**src/rtl/pcm_rx_pkg.sv**
```systemverilog
package pcm_rx_pkg;

  typedef enum logic [1:0] {
    FMT_RJ  = 2'b00,
    FMT_LJ  = 2'b01,
    FMT_I2S = 2'b10,
    FMT_DSP = 2'b11
  } fmt_e;

  // Field order matches register bits [5:0]
  typedef struct packed {
    logic       edge_inv;
    logic       pol_var;
    logic [1:0] wlen;
    fmt_e       fmt;
  } fmt_cfg_t;

  function automatic logic [5:0] wlen_bits(input logic [1:0] code);
    case (code)
      2'b00:   return 6'd16;
      2'b01:   return 6'd20;
      2'b10:   return 6'd24;
      default: return 6'd32;
    endcase
  endfunction

endpackage

```
**src/rtl/pcm_rx_cfg.sv**
```systemverilog
module pcm_rx_cfg
  import pcm_rx_pkg::*;
#(
  parameter int             AW        = 8,
  parameter int             DW        = 8,
  parameter logic [AW-1:0]  FMT_ADDR  = 'h05,
  parameter logic [AW-1:0]  RATE_ADDR = 'h07,
  parameter int             RATE_LSB  = 5
) (
  input  logic          clk,
  input  logic          rst,
  input  logic          wr_en,
  input  logic [AW-1:0] addr,
  input  logic [DW-1:0] wdata,
  output logic [DW-1:0] rdata,
  output fmt_cfg_t      cfg,
  output logic [1:0]    rate,
  output logic          rate_bad
);

  localparam int CW = $bits(fmt_cfg_t);

  logic [DW-1:0] rd_mux;

  always_comb begin
    rd_mux = '0;
    if (addr == FMT_ADDR)
      rd_mux[CW-1:0] = cfg;
    else if (addr == RATE_ADDR)
      rd_mux[RATE_LSB +: 2] = rate;
  end

  always_ff @(posedge clk) begin
    if (rst) begin
      cfg      <= fmt_cfg_t'('0);
      rate     <= '0;
      rate_bad <= 1'b0;
      rdata    <= '0;
    end else begin
      rdata <= rd_mux;
      if (wr_en && addr == FMT_ADDR)
        cfg <= fmt_cfg_t'(wdata[CW-1:0]);
      if (wr_en && addr == RATE_ADDR) begin
        rate     <= wdata[RATE_LSB +: 2];
        rate_bad <= &wdata[RATE_LSB +: 2];
      end
    end
  end

endmodule

```
**src/rtl/pcm_rx_sync.sv**
```systemverilog
module pcm_rx_sync #(
  parameter int N      = 3,
  parameter int STAGES = 2
) (
  input  logic         clk,
  input  logic         rst,
  input  logic [N-1:0] din,
  output logic [N-1:0] dout
);

  logic [N-1:0] stg [STAGES];

  always_ff @(posedge clk) begin
    if (rst) begin
      for (int k = 0; k < STAGES; k++) stg[k] <= '0;
    end else begin
      stg[0] <= din;
      for (int k = 1; k < STAGES; k++) stg[k] <= stg[k-1];
    end
  end

  assign dout = stg[STAGES-1];

endmodule

```
**src/rtl/pcm_rx_deframe.sv**
```systemverilog
module pcm_rx_deframe
  import pcm_rx_pkg::*;
#(
  parameter int MAXW = 32
) (
  input  logic            clk,
  input  logic            rst,
  input  logic            sclk_s,
  input  logic            fclk_s,
  input  logic            sdat_s,
  input  fmt_cfg_t        cfg,
  output logic            cap_evt,
  output logic [MAXW-1:0] left_data,
  output logic            left_vld,
  output logic [MAXW-1:0] right_data,
  output logic            right_vld
);

  localparam int            PW   = $clog2(2*MAXW + 2) + 1;
  localparam logic [PW-1:0] PMAX = '1;

  logic            sclk_d, lvl_prev, synced;
  logic [PW-1:0]   pos, pos_cur, wl, start, l_end, r_end;
  logic [MAXW-1:0] sr, sr_new, mask, word;
  logic            is_dsp, lvl, evt, emit_l, emit_r;

  always_comb begin
    cap_evt = cfg.edge_inv ? (!sclk_s && sclk_d) : (sclk_s && !sclk_d);
    is_dsp  = (cfg.fmt == FMT_DSP);
    lvl     = is_dsp ? fclk_s : (fclk_s ^ cfg.pol_var);
    evt     = is_dsp ? (lvl && !lvl_prev) : (lvl != lvl_prev);
    pos_cur = evt ? '0 : ((pos == PMAX) ? PMAX : pos + 1'b1);
    sr_new  = {sr[MAXW-2:0], sdat_s};
    wl      = PW'(wlen_bits(cfg.wlen));
    mask    = {MAXW{1'b1}} >> (PW'(MAXW) - wl);
    if (is_dsp) start = cfg.pol_var ? '0 : PW'(1);
    else        start = (cfg.fmt == FMT_I2S) ? PW'(1) : '0;
    l_end   = start + wl - 1'b1;
    r_end   = l_end + wl;
    emit_l  = 1'b0;
    emit_r  = 1'b0;
    word    = sr_new & mask;
    case (cfg.fmt)
      FMT_RJ: begin
        word   = sr & mask;
        emit_l = evt && synced && !lvl_prev;
        emit_r = evt && synced &&  lvl_prev;
      end
      FMT_DSP: begin
        emit_l = (pos_cur == l_end);
        emit_r = (pos_cur == r_end);
      end
      default: begin
        emit_l = (pos_cur == l_end) && !lvl;
        emit_r = (pos_cur == l_end) &&  lvl;
      end
    endcase
  end

  always_ff @(posedge clk) begin
    if (rst) begin
      sclk_d     <= 1'b0;
      lvl_prev   <= 1'b0;
      synced     <= 1'b0;
      pos        <= PMAX;
      sr         <= '0;
      left_data  <= '0;
      right_data <= '0;
      left_vld   <= 1'b0;
      right_vld  <= 1'b0;
    end else begin
      sclk_d    <= sclk_s;
      left_vld  <= 1'b0;
      right_vld <= 1'b0;
      if (cap_evt) begin
        sr       <= sr_new;
        lvl_prev <= lvl;
        pos      <= pos_cur;
        if (evt) synced <= 1'b1;
        if (emit_l) begin
          left_data <= word;
          left_vld  <= 1'b1;
        end
        if (emit_r) begin
          right_data <= word;
          right_vld  <= 1'b1;
        end
      end
    end
  end

endmodule

```
**src/rtl/pcm_serial_rx.sv**
```systemverilog
module pcm_serial_rx
  import pcm_rx_pkg::*;
#(
  parameter int MAXW = 32,
  parameter int SYNC = 2
) (
  input  logic            clk,
  input  logic            rst,
  input  logic            sclk_in,
  input  logic            fclk_in,
  input  logic            sdata_in,
  input  logic            cfg_wr,
  input  logic [7:0]      cfg_addr,
  input  logic [7:0]      cfg_wdata,
  output logic [7:0]      cfg_rdata,
  output logic [MAXW-1:0] left_data,
  output logic            left_vld,
  output logic [MAXW-1:0] right_data,
  output logic            right_vld,
  output logic [1:0]      rate_sel,
  output logic            rate_bad
);

  fmt_cfg_t   cfg;
  logic [2:0] ser_s;
  logic       cap_evt;

  pcm_rx_cfg #(.AW(8), .DW(8)) u_cfg (
    .clk(clk), .rst(rst), .wr_en(cfg_wr), .addr(cfg_addr), .wdata(cfg_wdata),
    .rdata(cfg_rdata), .cfg(cfg), .rate(rate_sel), .rate_bad(rate_bad)
  );

  pcm_rx_sync #(.N(3), .STAGES(SYNC)) u_sync (
    .clk(clk), .rst(rst), .din({sdata_in, fclk_in, sclk_in}), .dout(ser_s)
  );

  pcm_rx_deframe #(.MAXW(MAXW)) u_defr (
    .clk(clk), .rst(rst), .sclk_s(ser_s[0]), .fclk_s(ser_s[1]), .sdat_s(ser_s[2]),
    .cfg(cfg), .cap_evt(cap_evt),
    .left_data(left_data), .left_vld(left_vld),
    .right_data(right_data), .right_vld(right_vld)
  );

endmodule

```
**config.mk**
```make
export PLATFORM = sky130hd
export DESIGN_NAME = pcm_serial_rx
export DESIGN_NICKNAME = d
export VERILOG_FILES = /design/src/rtl/pcm_rx_pkg.sv /design/src/rtl/pcm_rx_cfg.sv /design/src/rtl/pcm_rx_sync.sv /design/src/rtl/pcm_rx_deframe.sv /design/src/rtl/pcm_serial_rx.sv
export SDC_FILE = /design/constraint.sdc
export NUM_CORES = 1
export LEC_CHECK = 0
export BUFFER_PORTS_ARGS = -buffer_cell sky130_fd_sc_hd__buf_2
export CORE_MARGIN = 2
export CORE_UTILIZATION = 40
export CTS_BUF_LIST = sky130_fd_sc_hd__clkbuf_8
export DETAILED_ROUTE_END_ITERATION = 7
export PLACE_DENSITY_LB_ADDON = 0.25
export SETUP_SLACK_MARGIN = 0.4
export SYNTH_ARGS = -nofsm -noshare
export SYNTH_HDL_FRONTEND = slang
export SYNTH_HIERARCHICAL = 1
export SYNTH_SLANG_ARGS = --single-unit
```
**constraint.sdc**
```tcl
create_clock -name clk -period 3.3 [get_ports clk]
set_input_delay 0 -clock clk [delete_from_list [all_inputs] [get_ports clk]]
set_output_delay 0 -clock clk [all_outputs]
set_load 0.05 [all_outputs]
```
==> flow_summary.toml <==
[run_status]
status = "complete, no violations"

[worst_setup_path]
cp_slowest_cell = "o41ai_1"
slowest_delay_ps = 490
crit_required_ps = 3640
cp_max_fo = 6
crit_arrival_ps = 3430
path_cells = "inv_4, ha_1, nor2b_4, or3_4, ha_4, o41ai_1, a21oi_2, xnor2_1, nor4_2, buf_4, o22ai_4, buf_12, mux2_4"
start_kind = "register"
cp-end-kind = "register"
worst-setup-path-type = "reg2reg"

[final_layout]
area_delta_synth_final_pct = 30.3
layout_commonest_cell = "dfxtp_1"
stdcell_count = 1003
fin_nets = 840
antennaDiodeCount = 0
final_cell_mix = "dfxtp_1 (127), nand2_1 (101), buf_2 (95), nand2b_1 (76), mux2i_1 (71)"
drive_gt1_share_pct = 30.2

[floorplanning]
die-area_um2 = 16600
io_pins = 99
rows = 45
core_area_um2 = 15200
die_w_um = 129
dieHeight_um = 129
start_util_pct = 40.9

[yosys]
ys_seq_area_share_pct = 42.2
ys.flop_type = "dfxtp_1"
synth_edf_count = 0
synthCells = 667
yosysUniqueCellTypes = 56
syn_nets = 705
synth-seq-cells = 131
async_flop_share_pct = 0
netlist_area_um2 = 6220
avgSynthCellArea_um2 = 9.32
yosys_warnings = 6

[global_routing]
first_global_vias = 4899
grt_use_total_pct = 18.0
grt_overflow = 0
grt_pass1_wl_um = 23700
grt_max_degree = 72
antenna_found_initial = 0

[sta]
tightest_slew_ps = 897
finalHoldViolCount = 0
slew_violations = 0
rsz0062_at_grt = "true"
setup_viol = 0
finalSetupTns_ps = 0
finalWorstSetupSlack_ps = 203
hold_ws_ps = 38.0
min_period_ps = 3100
slew_headroom_pct = 40.1
layout_worst_path_cycle_share_pct = 93.9
finClkSkew_ps = 15.5
fmax_ghz = 0.323

[placement]
pre_cts_slack_ps = 1.60
dp_hpwl_um = 9280
port-buffer-count = 96
dpl.cell_count = 925
globalplace.congestion = 0.819

[detailed_routing]
route.vias.total = 4979
dr.first_iter.drc_count = 295
firstDrtPassIters = 4
routed_via_density = 4.96
wl_per_cell_um = 14.5
drcViolationCount = 0
drt-total-wl_um = 14500
ant_nets = 0

[power_and_ir_drop]
powerDensity_nw_per_um2 = 411
combPwrFrac_pct = 7.0
p_sw_mw = 0.777
vdd_drop_max_v = 0.000204
internal-power_mw = 2.56
clkPwrFrac_pct = 45.1
p_seq_share_pct = 47.9
p_leak_nw = 3.52
p_sw_share_pct = 23.3
finalPower_mw = 3.33

[clock_tree]
clk_latency_ps = 450
cts_tree = "yes"
clkSinkCount = 131
path_clk_slew_ps = 80
htreeDepth = 4
clk_path_buf_depth = 2
cts_root_buffer = "clkbuf_8"
numCtsBuffers = 17

[flow_run]
drv_cap = 0

[worst_hold_path]
min_path_type = "in2reg"
==> state kept, by name, summed over array words and instances, names as in the netlist <==
name,count
u_defr/sclk_d,1
u_defr/synced,1
u_defr/right_data,32
u_defr/sr,32
u_defr/pos,8
u_cfg/rdata,7
u_defr/right_vld,1
u_cfg/rate_bad,1
u_sync/stg,6
u_cfg/rate,2
u_defr/left_vld,1
u_defr/lvl_prev,1
u_defr/left_data,32
u_cfg/cfg,6
==> synthesized netlist by cell type, drive strengths merged (4+ instances only) <==
library cell	n	area share [%]
o22ai	4	0.50
o21ai	7	0.56
nand2	103	6.2
nor3	11	1.1
nor2b	23	2.3
buf	17	1.8
xnor2	10	1.4
inv	12	0.72
dfxtp	131	42
and2	7	0.70
nand2b	79	8.0
mux2	37	6.8
nor2	21	1.3
clkbuf	24	1.4
a21oi	41	3.3
mux2i	72	12
nand3	6	0.48
ha	16	3.2
==> metrics by stage <==
stage                     util (%)  instance area, um2
after floorplan                  -                6340
after global placement        45.9                6980
after detailed placement      45.9                6980
after CTS                     52.3                7960
after global routing          53.3                8100
final                         53.3                8100
==> power groups by stage <==
stage / sequential (mW) / clock [mW] / combinational, mW
after detailed placement: 1.64 / 0 / 0.203
after global routing: 1.60 / 1.62 / 0.257
after floorplan: 1.63 / 0 / 0.157
after global placement: 1.63 / 0 / 0.199
final: 1.60 / 1.50 / 0.235
after CTS: 1.60 / 1.55 / 0.224
==> per-layer routing <==
layer | up-vias | GRT usage [%] | wire length [um]
met3 | 15 | 4.70 | 594
met5 | - | 0 | 0
met4 | 0 | 7.35 | 166
met1 | 2328 | 22.8 | 6810
met2 | 118 | 29.2 | 6950
li1 | 2518 | - | -
==> worst paths after layout <==
check | from | to | slack (ps) | depth (start not counted)
max | u_cfg/cfg[0]$_SDFFE_PP0P_ | u_defr/right_data[23]$_SDFFE_PP0P_ | 200 | 13
min | cfg_wr | u_cfg/cfg[5]$_SDFFE_PP0P_ | 40 | 4
max reg2reg | u_cfg/cfg[0]$_SDFFE_PP0P_ | u_defr/right_data[23]$_SDFFE_PP0P_ | 200 | 13
min reg2reg | u_sync/stg[0][1]$_SDFF_PP0_ | u_sync/stg[0][4]$_SDFF_PP0_ | 450 | 1
==> cell type report <==
class,count,area [um2]
clock buffers,19,262
clock inverters,13,180
fillers,1368,7100
inverters,12,47.5
multi-input cells,483,3600
flip-flops and latches,131,2640
well taps,188,235
repair buffers,157,1140
==> cells by family (layout without fill, tap and decap cells) <==
logic type               count (synthesis)  in the layout  synth area share, %
AO/OA/AOI/OAI                           74             74                 7.71
XOR/XNOR                                12             12                 1.91
adder cells (fa/ha/maj)                 16             16                 3.22
multiplexers                           109            109                 18.4
flip-flops                             131            131                 42.2
buffers and inverters                   53            201                 3.97
AND/OR/NAND/NOR                        271            271                 22.6
other                                    1              1               0.0603
==> worst max-delay path: cells and delay by family (launching register included) <==
family / cells / cell delay [ps]
adders and majority gates: 2 / 360
muxes: 1 / 290
DFF: 1 / 380
xor gates and xnor gates: 1 / 150
buffers and inverters: 3 / 360
and+or+nand+nor: 3 / 750
AOI/OAI and AO/OA: 3 / 700
==> timing repair <==
action | 4_1_cts | 5_1_grt
hold buffers | 21 | 0
pin swaps | 14 | 11
gates cloned | 0 | 3
hold endpoints to repair | 19 | 0
resized for setup | 40 | 7
buffers inserted | 18 | 4
endpoints found under the setup margin | 66 | 66
Power figures use the tool's default switching activity.
